`src/rtl/tpmx_pkg.sv`:
```
package tpmx_pkg;
  typedef enum logic [1:0] {
    PH_IDLE = 2'd0,
    PH_HDR  = 2'd1,
    PH_POLL = 2'd2,
    PH_DATA = 2'd3
  } tpmx_phase_e;

  typedef enum logic [1:0] {
    XERR_NONE    = 2'b00,
    XERR_LEN     = 2'b01,
    XERR_TIMEOUT = 2'b10
  } tpmx_err_e;

  localparam int unsigned HDR_BYTES = 4;
  localparam logic [7:0]  HDR_TAG   = 8'hD4;
  localparam logic [7:0]  FILL_BYTE = 8'h00;
endpackage

```
`src/rtl/tpmx_byte_shifter.sv`:
```
// One SPI mode-0 byte per kick: MSB first, MISO captured as SCLK rises,
// MOSI advanced as SCLK falls. Each SCLK half lasts SCK_HALF clocks.
module tpmx_byte_shifter #(
  parameter int unsigned SCK_HALF = 2
) (
  input  logic       clk,
  input  logic       rst_n,
  input  logic       kick_i,
  input  logic [7:0] tx_i,
  input  logic       miso_i,
  output logic       sclk_o,
  output logic       mosi_o,
  output logic       done_o,
  output logic [7:0] rx_o
);
  localparam int unsigned CW = (SCK_HALF > 1) ? $clog2(SCK_HALF) : 1;
  localparam logic [CW-1:0] CNT_LAST = CW'(SCK_HALF - 1);

  logic          act_q, act_n;
  logic          sclk_q, sclk_n;
  logic [CW-1:0] cnt_q, cnt_n;
  logic [2:0]    bit_q, bit_n;
  logic [7:0]    tx_q, tx_n;
  logic [7:0]    rx_q, rx_n;
  logic          done_q, done_n;

  always_comb begin
    act_n  = act_q;
    sclk_n = sclk_q;
    cnt_n  = cnt_q;
    bit_n  = bit_q;
    tx_n   = tx_q;
    rx_n   = rx_q;
    done_n = 1'b0;
    if (!act_q) begin
      if (kick_i) begin
        act_n  = 1'b1;
        tx_n   = tx_i;
        cnt_n  = '0;
        bit_n  = '0;
        sclk_n = 1'b0;
      end
    end else if (cnt_q == CNT_LAST) begin
      cnt_n  = '0;
      sclk_n = ~sclk_q;
      if (!sclk_q) begin
        rx_n = {rx_q[6:0], miso_i};
      end else begin
        tx_n  = {tx_q[6:0], 1'b0};
        bit_n = bit_q + 3'd1;
        if (bit_q == 3'd7) begin
          act_n  = 1'b0;
          done_n = 1'b1;
        end
      end
    end else begin
      cnt_n = cnt_q + CW'(1);
    end
  end

  always_ff @(posedge clk or negedge rst_n) begin
    if (!rst_n) begin
      act_q  <= 1'b0;
      sclk_q <= 1'b0;
      cnt_q  <= '0;
      bit_q  <= '0;
      tx_q   <= '0;
      rx_q   <= '0;
      done_q <= 1'b0;
    end else begin
      act_q  <= act_n;
      sclk_q <= sclk_n;
      cnt_q  <= cnt_n;
      bit_q  <= bit_n;
      tx_q   <= tx_n;
      rx_q   <= rx_n;
      done_q <= done_n;
    end
  end

  assign sclk_o = sclk_q;
  assign mosi_o = act_q & tx_q[7];
  assign done_o = done_q;
  assign rx_o   = rx_q;
endmodule

```
`src/rtl/tpmx_xact_fsm.sv`:
```
// Sequences header, wait-state polling and data phases; owns chip-select.
module tpmx_xact_fsm
  import tpmx_pkg::*;
#(
  parameter int unsigned MAX_BYTES = 64,
  parameter int unsigned POLL_W    = 16,
  localparam int unsigned LEN_W    = $clog2(MAX_BYTES + 1),
  localparam int unsigned IDX_W    = $clog2(MAX_BYTES)
) (
  input  logic              clk,
  input  logic              rst_n,
  input  logic              start_i,
  input  logic [LEN_W-1:0]  len_i,
  input  logic [POLL_W-1:0] poll_lim_i,
  input  logic              byte_done_i,
  input  logic              rx_ready_i,
  output tpmx_phase_e       phase_o,
  output logic [IDX_W-1:0]  idx_o,
  output logic              kick_o,
  output logic              cs_n_o,
  output logic              done_o,
  output tpmx_err_e         err_o
);
  tpmx_phase_e       phase_q, phase_n;
  logic [IDX_W-1:0]  idx_q, idx_n;
  logic [POLL_W-1:0] polls_q, polls_n;
  logic              kick_q, kick_n;
  logic              cs_n_q, cs_n_nx;
  logic              done_q, done_n;
  tpmx_err_e         err_q, err_n;

  logic              len_bad;
  logic [IDX_W-1:0]  last_idx;
  logic [POLL_W:0]   lim_eff;
  logic              poll_expired;

  assign len_bad  = (len_i == '0) || (len_i > LEN_W'(MAX_BYTES));
  assign last_idx = IDX_W'(len_i - LEN_W'(1));
  assign lim_eff  = (poll_lim_i == '0) ? (POLL_W+1)'(1) : {1'b0, poll_lim_i};
  assign poll_expired = ({1'b0, polls_q} + (POLL_W+1)'(1)) >= lim_eff;

  always_comb begin
    phase_n = phase_q;
    idx_n   = idx_q;
    polls_n = polls_q;
    kick_n  = 1'b0;
    cs_n_nx = cs_n_q;
    done_n  = 1'b0;
    err_n   = err_q;
    unique case (phase_q)
      PH_IDLE: begin
        if (start_i) begin
          if (len_bad) begin
            done_n = 1'b1;
            err_n  = XERR_LEN;
          end else begin
            phase_n = PH_HDR;
            idx_n   = '0;
            cs_n_nx = 1'b0;
            kick_n  = 1'b1;
            err_n   = XERR_NONE;
          end
        end
      end
      PH_HDR: begin
        if (byte_done_i) begin
          kick_n = 1'b1;
          if (idx_q == IDX_W'(HDR_BYTES - 1)) begin
            phase_n = PH_POLL;
            polls_n = '0;
          end else begin
            idx_n = idx_q + IDX_W'(1);
          end
        end
      end
      PH_POLL: begin
        if (byte_done_i) begin
          if (rx_ready_i) begin
            phase_n = PH_DATA;
            idx_n   = '0;
            kick_n  = 1'b1;
          end else if (poll_expired) begin
            phase_n = PH_IDLE;
            cs_n_nx = 1'b1;
            done_n  = 1'b1;
            err_n   = XERR_TIMEOUT;
          end else begin
            polls_n = polls_q + POLL_W'(1);
            kick_n  = 1'b1;
          end
        end
      end
      PH_DATA: begin
        if (byte_done_i) begin
          if (idx_q == last_idx) begin
            phase_n = PH_IDLE;
            cs_n_nx = 1'b1;
            done_n  = 1'b1;
          end else begin
            idx_n  = idx_q + IDX_W'(1);
            kick_n = 1'b1;
          end
        end
      end
      default: phase_n = PH_IDLE;
    endcase
  end

  always_ff @(posedge clk or negedge rst_n) begin
    if (!rst_n) begin
      phase_q <= PH_IDLE;
      idx_q   <= '0;
      polls_q <= '0;
      kick_q  <= 1'b0;
      cs_n_q  <= 1'b1;
      done_q  <= 1'b0;
      err_q   <= XERR_NONE;
    end else begin
      phase_q <= phase_n;
      idx_q   <= idx_n;
      polls_q <= polls_n;
      kick_q  <= kick_n;
      cs_n_q  <= cs_n_nx;
      done_q  <= done_n;
      err_q   <= err_n;
    end
  end

  assign phase_o = phase_q;
  assign idx_o   = idx_q;
  assign kick_o  = kick_q;
  assign cs_n_o  = cs_n_q;
  assign done_o  = done_q;
  assign err_o   = err_q;
endmodule

```
`src/rtl/tpmx_rx_store.sv`:
```
// Byte-addressed capture register for read payload.
module tpmx_rx_store #(
  parameter int unsigned MAX_BYTES = 64,
  localparam int unsigned IDX_W    = $clog2(MAX_BYTES)
) (
  input  logic                   clk,
  input  logic                   rst_n,
  input  logic                   we_i,
  input  logic [IDX_W-1:0]       idx_i,
  input  logic [7:0]             byte_i,
  output logic [MAX_BYTES*8-1:0] data_o
);
  for (genvar g = 0; g < MAX_BYTES; g++) begin : g_byte
    logic       en;
    logic [7:0] q;
    assign en = we_i && (idx_i == IDX_W'(g));
    always_ff @(posedge clk or negedge rst_n) begin
      if (!rst_n) begin
        q <= '0;
      end else if (en) begin
        q <= byte_i;
      end
    end
    assign data_o[g*8 +: 8] = q;
  end
endmodule

```
`src/rtl/tpm_spi_xact.sv`:
```
module tpm_spi_xact
  import tpmx_pkg::*;
#(
  parameter int unsigned MAX_BYTES = 64,
  parameter int unsigned SCK_HALF  = 2,
  parameter int unsigned POLL_W    = 16,
  parameter int unsigned ADDR_W    = 16,
  localparam int unsigned LEN_W    = $clog2(MAX_BYTES + 1),
  localparam int unsigned IDX_W    = $clog2(MAX_BYTES),
  localparam int unsigned DATA_W   = MAX_BYTES * 8
) (
  input  logic              clk,
  input  logic              rst_n,
  input  logic              start_i,
  input  logic              rd_i,
  input  logic [ADDR_W-1:0] addr_i,
  input  logic [LEN_W-1:0]  len_i,
  input  logic [POLL_W-1:0] poll_lim_i,
  input  logic [DATA_W-1:0] wdata_i,
  output logic [DATA_W-1:0] rdata_o,
  output logic              busy_o,
  output logic              done_o,
  output logic [1:0]        err_o,
  output logic              spi_cs_n_o,
  output logic              spi_sclk_o,
  output logic              spi_mosi_o,
  input  logic              spi_miso_i
);
  tpmx_phase_e      phase;
  tpmx_err_e        err;
  logic [IDX_W-1:0] idx;
  logic             kick;
  logic             byte_done;
  logic [7:0]       rx_byte;
  logic [7:0]       tx_byte;
  logic [LEN_W-1:0] len_m1;
  logic [15:0]      addr16;
  logic             store_en;

  assign len_m1 = len_i - LEN_W'(1);
  assign addr16 = 16'(addr_i);

  tpmx_xact_fsm #(
    .MAX_BYTES (MAX_BYTES),
    .POLL_W    (POLL_W)
  ) u_fsm (
    .clk         (clk),
    .rst_n       (rst_n),
    .start_i     (start_i),
    .len_i       (len_i),
    .poll_lim_i  (poll_lim_i),
    .byte_done_i (byte_done),
    .rx_ready_i  (rx_byte[0]),
    .phase_o     (phase),
    .idx_o       (idx),
    .kick_o      (kick),
    .cs_n_o      (spi_cs_n_o),
    .done_o      (done_o),
    .err_o       (err)
  );

  // Byte presented to the shifter at each kick.
  always_comb begin
    tx_byte = FILL_BYTE;
    unique case (phase)
      PH_HDR: begin
        unique case (idx[1:0])
          2'd0:    tx_byte = {rd_i, 7'(len_m1)};
          2'd1:    tx_byte = HDR_TAG;
          2'd2:    tx_byte = addr16[15:8];
          default: tx_byte = addr16[7:0];
        endcase
      end
      PH_DATA: tx_byte = rd_i ? FILL_BYTE : wdata_i[idx*8 +: 8];
      default: tx_byte = FILL_BYTE;
    endcase
  end

  tpmx_byte_shifter #(
    .SCK_HALF (SCK_HALF)
  ) u_shift (
    .clk    (clk),
    .rst_n  (rst_n),
    .kick_i (kick),
    .tx_i   (tx_byte),
    .miso_i (spi_miso_i),
    .sclk_o (spi_sclk_o),
    .mosi_o (spi_mosi_o),
    .done_o (byte_done),
    .rx_o   (rx_byte)
  );

  assign store_en = byte_done && (phase == PH_DATA) && rd_i;

  tpmx_rx_store #(
    .MAX_BYTES (MAX_BYTES)
  ) u_store (
    .clk    (clk),
    .rst_n  (rst_n),
    .we_i   (store_en),
    .idx_i  (idx),
    .byte_i (rx_byte),
    .data_o (rdata_o)
  );

  assign busy_o = (phase != PH_IDLE);
  assign err_o  = err;
endmodule

```
`config.mk`:
```
export PLATFORM = sky130hd
export DESIGN_NAME = tpm_spi_xact
export DESIGN_NICKNAME = d
export VERILOG_FILES = /design/src/rtl/tpmx_pkg.sv /design/src/rtl/tpmx_byte_shifter.sv /design/src/rtl/tpmx_xact_fsm.sv /design/src/rtl/tpmx_rx_store.sv /design/src/rtl/tpm_spi_xact.sv
export SDC_FILE = /design/constraint.sdc
export NUM_CORES = 1
export LEC_CHECK = 0
export CAP_MARGIN = 20
export CORE_AREA = 2 2 424 426
export DETAILED_ROUTE_END_ITERATION = 8
export DIE_AREA = 0 0 426 428
export MAX_ROUTING_LAYER = met4
export PLACE_DENSITY_LB_ADDON = 0.08
export SYNTH_ARGS = -nofsm -noshare
export SYNTH_HDL_FRONTEND = slang
export SYNTH_HIERARCHICAL = 1
export SYNTH_SLANG_ARGS = --single-unit
```
`constraint.sdc`:
```
create_clock -name clk -period 3.18 [get_ports clk]
set_input_delay 0.636 -clock clk [delete_from_list [all_inputs] [get_ports clk]]
set_output_delay 0.636 -clock clk [all_outputs]
set_load 0.005 [all_outputs]
```
# ---- Yosys cells after proc, flatten, opt, wreduce, memory -nomap -nowiden
# Cells that the tools add are included.
dict set report totals {
  register_bits 564
  word_cells 342
}
dict set report op_classes {
  n_addsub 6
  magnitude_cmp 2
  n_eq_ne 86
  n_shift 1
  n_mux 82
  n_bitwise 2
  n_reduce_logical 85
}
# cell count
set op_table {}
lappend op_table {{$shiftx 512x10->8} 1}
lappend op_table {{$eq 6x6->1 const B} 32}
lappend op_table {{$eq 6x5->1 const B} 16}
lappend op_table {{$mux 16} 6}
lappend op_table {{$logic_and 1x1->1} 66}
lappend op_table {{$eq 6x4->1 const B} 8}
lappend op_table {{$mux 6} 8}
lappend op_table {{$mux 8} 5}
lappend op_table {{$mux 1} 37}
lappend op_table {{$pmux 16 s2} 1}
lappend op_table {{$mux 2} 13}
lappend op_table {{$eq 6x3->1 const B} 4}
lappend op_table {{$pmux 6 s4} 1}
lappend op_table {{$pmux 8 s3} 1}
lappend op_table {{$reduce_and 8->1} 3}
lappend op_table {{$add 16x1->17 const B} 1}
lappend op_table {{$ge 17x17->1} 1}
lappend op_table {{$add 16x1->16 const B} 1}
lappend op_table {{$logic_not 16->1} 1}
lappend op_table {{$ne 2x2->1 const B} 8}
lappend op_table {{$pmux 8 s2} 1}
lappend op_table {{$ne 2x1->1 const B} 7}
lappend op_table {{$eq 6x2->1 const B} 2}
lappend op_table {{$mux 3} 4}
lappend op_table {{other kinds (27)} 36}

# ---- Logic depth before layout (Yosys ltp)
dict set report logic_depth {
  ltp_word 7
  depth_mapped 15
  depth_no_buf 13
}

# ---- By module
# Netlist, hierarchy kept.
# mod instances cells_each area_per_inst_um2 seq_area_each_um2
set modules_own_cells {}
lappend modules_own_cells {tpmx_rx_store 1 1186 19494.9 12812.3}
lappend modules_own_cells {tpm_spi_xact 1 355 4478.0 0.0}
lappend modules_own_cells {tpmx_xact_fsm 1 279 2401.1 726.9}
lappend modules_own_cells {tpmx_byte_shifter 1 82 1072.3 575.6}

# ---- Worst setup path before layout
# No wires, ideal clock.
dict set report synth_path {
  path_kind {register to register}
  startpoint {reg u_fsm.polls_q[0]}
  endpoint {reg u_fsm.polls_q[9]}
  setup_time_ps 120
  arrival_ps 3156
  t_required_ps 3060
  setup_slack_ps -95
  stages_incl_launch_ff 15
  path_buffers 2
  path_cell_list {dfrtp_1 ha_1 nand3_1 nor3_1 nand4_1 xnor2_1 ha_1 nand3_1 nor3_1 a32o_1 or3_1 buf_6 or2_4 buf_6 a31o_1}
}
dict set report synth_between {
  elab_chain_len 5
}
# item line_no
set synth_rtl {}
lappend synth_rtl {{from (decl)} tpmx_xact_fsm.sv:26} ;# logic [POLL_W-1:0] polls_q, polls_n;
lappend synth_rtl {{from (signal assigned)} tpmx_xact_fsm.sv:121} ;# polls_q <= polls_n;
lappend synth_rtl {{parallel branches: the longest is 5 deep, another holds $add 16x1->17} -}
# Several ways; the timed one is not identified. The select of a mux whose other input is x is not followed.
# A chain may end at the register's enable or synchronous reset.

# ---- Worst setup path in the final report
dict set report layout_path {
  startpoint {reg u_fsm.polls_q[1]}
  endpoint {reg u_fsm.polls_q[15]}
}
# The elaborated chain is that of the path after synthesis.

==> key figures <==
Outcome
  • Status: completed

Synthesis
  • Yosys warns: 6
  • Compound-cell area share of the yosys netlist: under 10%
  • Synth Area in Adders: under 10%
  • Syn nets: around 2500
  • Xor/xnor share of the synthesized area: less than 1%
  • Top_reg_cell synth: dfrtp_1
  • Cell count after synthesis: ~1900
  • Post-synthesis mux area share: roughly a third
  • Number of synthesized flops with an enable pin: 0
  • Synth Area in Simple Gates: under 10%
  • Synth Register Bits: around 560
  • Post-synthesis sequential area ratio: between 50% and 60%
  • Async S/R FF share, synth: between 90% and 100%
  • Largest family of logic cells by synthesized area: multiplexers
  • Netlist cell types: between 80 and 90
  • Syn avg cell area: about 14 um^2
  • Synthesized area: ~27000 um^2

Power
  • Clock power share: approximately 40%
  • Sw frac: 33.1%
  • Max VDD drop: ~0.35 mV
  • PD cells: about 470 nW/um^2
  • P_leak: between 15 and 20 nW
  • Sequential share of power: between 30% and 40%
  • P_sw: roughly 7 mW
  • Cell internal pwr: about 14 mW
  • Gate power share: around 23%

CTS
  • CTS Sinks: approximately 560
  • Clock latency on the worst-skew pair: around 0.70 ns
  • CTS buffer count: 76
  • Htree depth: 3
  • Clk root buf: clkbuf_16
  • Clk slew on worst S/H paths: 0.06 ns
  • CTS max path bufs: 3
  • TritonCTS clock tree: done

Global route
  • GRT Residual Overflow: 0
  • Tot GR Track Use: between 15 and 20%
  • First-pass GRT wire length: 216 mm
  • Initial antenna violation count: 44
  • Pin count of the biggest net entering global routing: between 70 and 80
  • Vias in the first global route: 25100

Floorplan
  • Core ar.: approximately 180000 um^2
  • Chip width: roughly 430 um
  • Cell Rows: 155
  • Die area: 182000 um^2
  • Chip Height: around 430 um
  • Initial core utilization: between 10% and 20%
  • # IOs: around 1100

Flow run
  • Max_cap viols: 0

Critical path
  • Critical path's slowest cell: or3_4
  • CP top delay family: simple AND/OR/NAND/NOR gates
  • Crit. End Element: register
  • FF-to-FF End: u_fsm/polls_q[15]$_DFFE_PN0P_
  • Reg2Reg Depth: 12
  • Worst-path cell chain: buf_4, and4_4, and4_1, xnor2_2, inv_1, ha_1, nand2_1, o21ai_1, a32o_2, or3_4, or2_4, mux2_2
  • Worst path max stage delay: just over 0.4 ns
  • Top fanout value on the critical path: 6
  • Crit Path Category: register to register
  • Reg2reg start: u_fsm/polls_q[1]$_DFFE_PN0P_
  • Worst path arrival time: between 3 and 4 ns
  • Internal reg-to-reg setup slack: 0.08 ns
  • CP startpoint kind: register
  • Worst path buffer plus inverter count: 2
  • Crit path required time: roughly 3.7 ns

Timing
  • Setup Viol. Count Final: 0
  • Final period utilization: 97.6%
  • Final Critical Period: 3.10 ns
  • Slew headroom: about two fifths
  • Max Slew Vio Count: 0
  • Post-route clock skew: 0.0312 ns
  • Worst-margin pin slew: 0.879 ns
  • Setup TNS: 0 ns
  • Unrepaired setup endpoints after global routing: true
  • Max Fclk: 322 MHz
  • Hold Vio Cnt, Final: 0

Routing
  • DR WL/cell: 28.7 um
  • Detailed Routing Iterations Pass 1: 5
  • Via-per-instance ratio: between 3 and 4
  • DR iter-0 viols: 1098
  • DRT antenna net count: 0
  • Via count: 22100
  • Routed WL: around 160 mm
  • DRC Markers: 0

Finish
  • Synth-to-Final Area Change: 66.3%
  • Multi-input logic area: 12800 um^2
  • Layout fillers: around 19000
  • Final #Nets: between 3000 and 4000
  • Register area: 14200 um^2
  • Share of cells above drive strength 1: between 30% and 40%
  • Final Util: about 26%

Hold path
  • Worst Hold Endpoint: u_store/g_byte[58].q[5]$_DFFE_PN0P_
  • Hold Crit Start: u_store/g_byte[58].q[5]$_DFFE_PN0P_
  • Worst hold path cell count: 1
  • Hold Crit Class: register to register

Place
  • DPL Wire Length: 127 mm
  • IO buf count: between 1000 and 1500
  • GPL Wtd Cong: 0.885
==> cell type report <==
cell class / instances / area share [%]
flip-flops and latches: 564 / 31.0
repair buffers: 1295 / 28.5
inverters: 41 / 0.337
clock buffers: 119 / 4.89
well taps: 2355 / 6.45
multi-input cells: 1162 / 28.1
diodes: 26 / 0.143
clock inverters: 17 / 0.504
==> registers in the layout, summed over array words and instances, names as in the netlist <==
signal,count
u_shift/done_o,1
u_fsm/kick_o,1
u_fsm/cs_n_o,1
u_shift/act_q,1
u_shift/cnt_q,1
u_fsm/idx_o,6
u_shift/tx_q,8
u_fsm/done_o,1
u_shift/sclk_o,1
u_shift/rx_o,8
u_store/g_byte.q,512
u_shift/bit_q,3
u_fsm/phase_o,2
u_fsm/err_o,2
u_fsm/polls_q,16
==> power by group through the flow <==
stage | sequential (mW) | clock (mW) | combinational, mW
6_report | 8.21 | 8.45 | 4.98
5_1_grt | 8.32 | 9.11 | 5.37
4_1_cts | 8.32 | 8.84 | 5.09
3_5_place_dp | 8.46 | 0 | 4.96
3_3_place_gp | 8.44 | 0 | 4.94
2_1_floorplan | 7.56 | 0 | 2.39
==> logic make-up after synthesis <==
logic type | count (synthesis)
buffers and inverters | 176
AOI/OAI and AO/OA | 157
DFF | 564
muxes | 688
and+or+nand+nor | 271
xor gates and xnor gates | 24
adders and majority gates | 22
==> metrics by stage <==
step | hold slack [ns] | worst slack [ns] | power, mW | cell area (um^2) | std cells
after floorplan | 0.340 | 0.0227 | 9.94 | 27500 | 1902
after global placement | 0.478 | -0.568 | 13.4 | 42700 | 5400
after detailed placement | 0.478 | -0.479 | 13.4 | 42700 | 5400
after CTS | 0.485 | -0.00449 | 22.3 | 45300 | 5543
after global routing | 0.511 | -0.0884 | 22.8 | 45600 | 5572
final | 0.488 | 0.0774 | 21.6 | 45700 | 5579
==> cells in the final DEF (no fill, tap or decap), types with 10 or more instances in the layout <==
cell type	instances
dfrtp_1	550
nand2_2	12
o31ai_1	12
a21oi_1	13
o21ai_0	16
mux2_2	505
clkbuf_1	27
clkbuf_8	15
dfrtp_4	11
o211ai_1	10
ha_1	18
inv_1	39
nand3_1	21
nand2_1	73
nor2_1	18
diode_2	26
mux2i_1	25
mux2_1	22
nor2_2	17
buf_12	45
a22oi_1	13
mux4_2	136
clkbuf_16	77
clkdlybuf4s50_1	1073
buf_4	168
xnor2_1	11
==> cells in the mapped netlist, types with 8 or more instances <==
library cell	instances	share of area (%)
dfrtp_1	563	51
mux2_2	505	21
mux4_2	136	11
clkbuf_1	76	1.0
nand2_1	75	1.0
inv_1	40	0.55
buf_2	27	0.49
o21ai_0	26	0.47
mux2i_1	25	0.91
nand3_1	25	0.46
ha_1	22	1.0
mux2_1	22	0.90
nor2_1	21	0.29
a22oi_1	15	0.41
nor2_2	15	0.34
xnor2_1	15	0.48
a21oi_1	14	0.26
buf_1	13	0.18
o31ai_1	13	0.36
buf_4	12	0.33
nor3_1	12	0.22
nand2_2	11	0.25
o211ai_1	10	0.27
a31oi_1	9	0.21
nand4b_1	9	0.29
o311a_1	9	0.33
xor2_1	9	0.29
nor4_1	8	0.18
==> routing by layer <==
metal | up-vias | wire, um | part of all wire, % | GRT usage (%)
li1 | 9653 | - | - | -
met1 | 11500 | 55400 | 35 | 16.9
met2 | 778 | 91500 | 57 | 34.4
met3 | 174 | 7970 | 5.0 | 3.68
met4 | 0 | 5310 | 3.3 | 5.73
met5 | - | 0 | 0 | -
==> timing repair <==
item,in CTS,in global routing
gates resized for setup,24,42
hold buffers,1,0
endpoints found under the hold margin,42,0
setup buffers,7,10
cloned,0,0
endpoints found under the setup margin,42,38
pin swaps,11,18
==> worst max-delay path by stage <==
stage / startpoint / to / slack [ns] / cells past startpoint
6_report: u_fsm/polls_q[1]$_DFFE_PN0P_ / u_fsm/polls_q[15]$_DFFE_PN0P_ / 0.08 / 12
5_1_grt: u_fsm/polls_q[0]$_DFFE_PN0P_ / u_fsm/polls_q[15]$_DFFE_PN0P_ / -0.09 / 12
4_1_cts: u_fsm/idx_o[0]$_DFFE_PN0P_ / u_shift/tx_q[6]$_DFFE_PN0P_ / -0.004 / 8
3_5_place_dp: poll_lim_i[1] / u_fsm/polls_q[11]$_DFFE_PN0P_ / -0.48 / 11
3_3_place_gp: poll_lim_i[1] / u_fsm/polls_q[7]$_DFFE_PN0P_ / -0.57 / 11
2_1_floorplan: u_fsm/polls_q[0]$_DFFE_PN0P_ / u_fsm/polls_q[9]$_DFFE_PN0P_ / 0.02 / 14
Note: power is estimated with default switching activity, not from simulation.
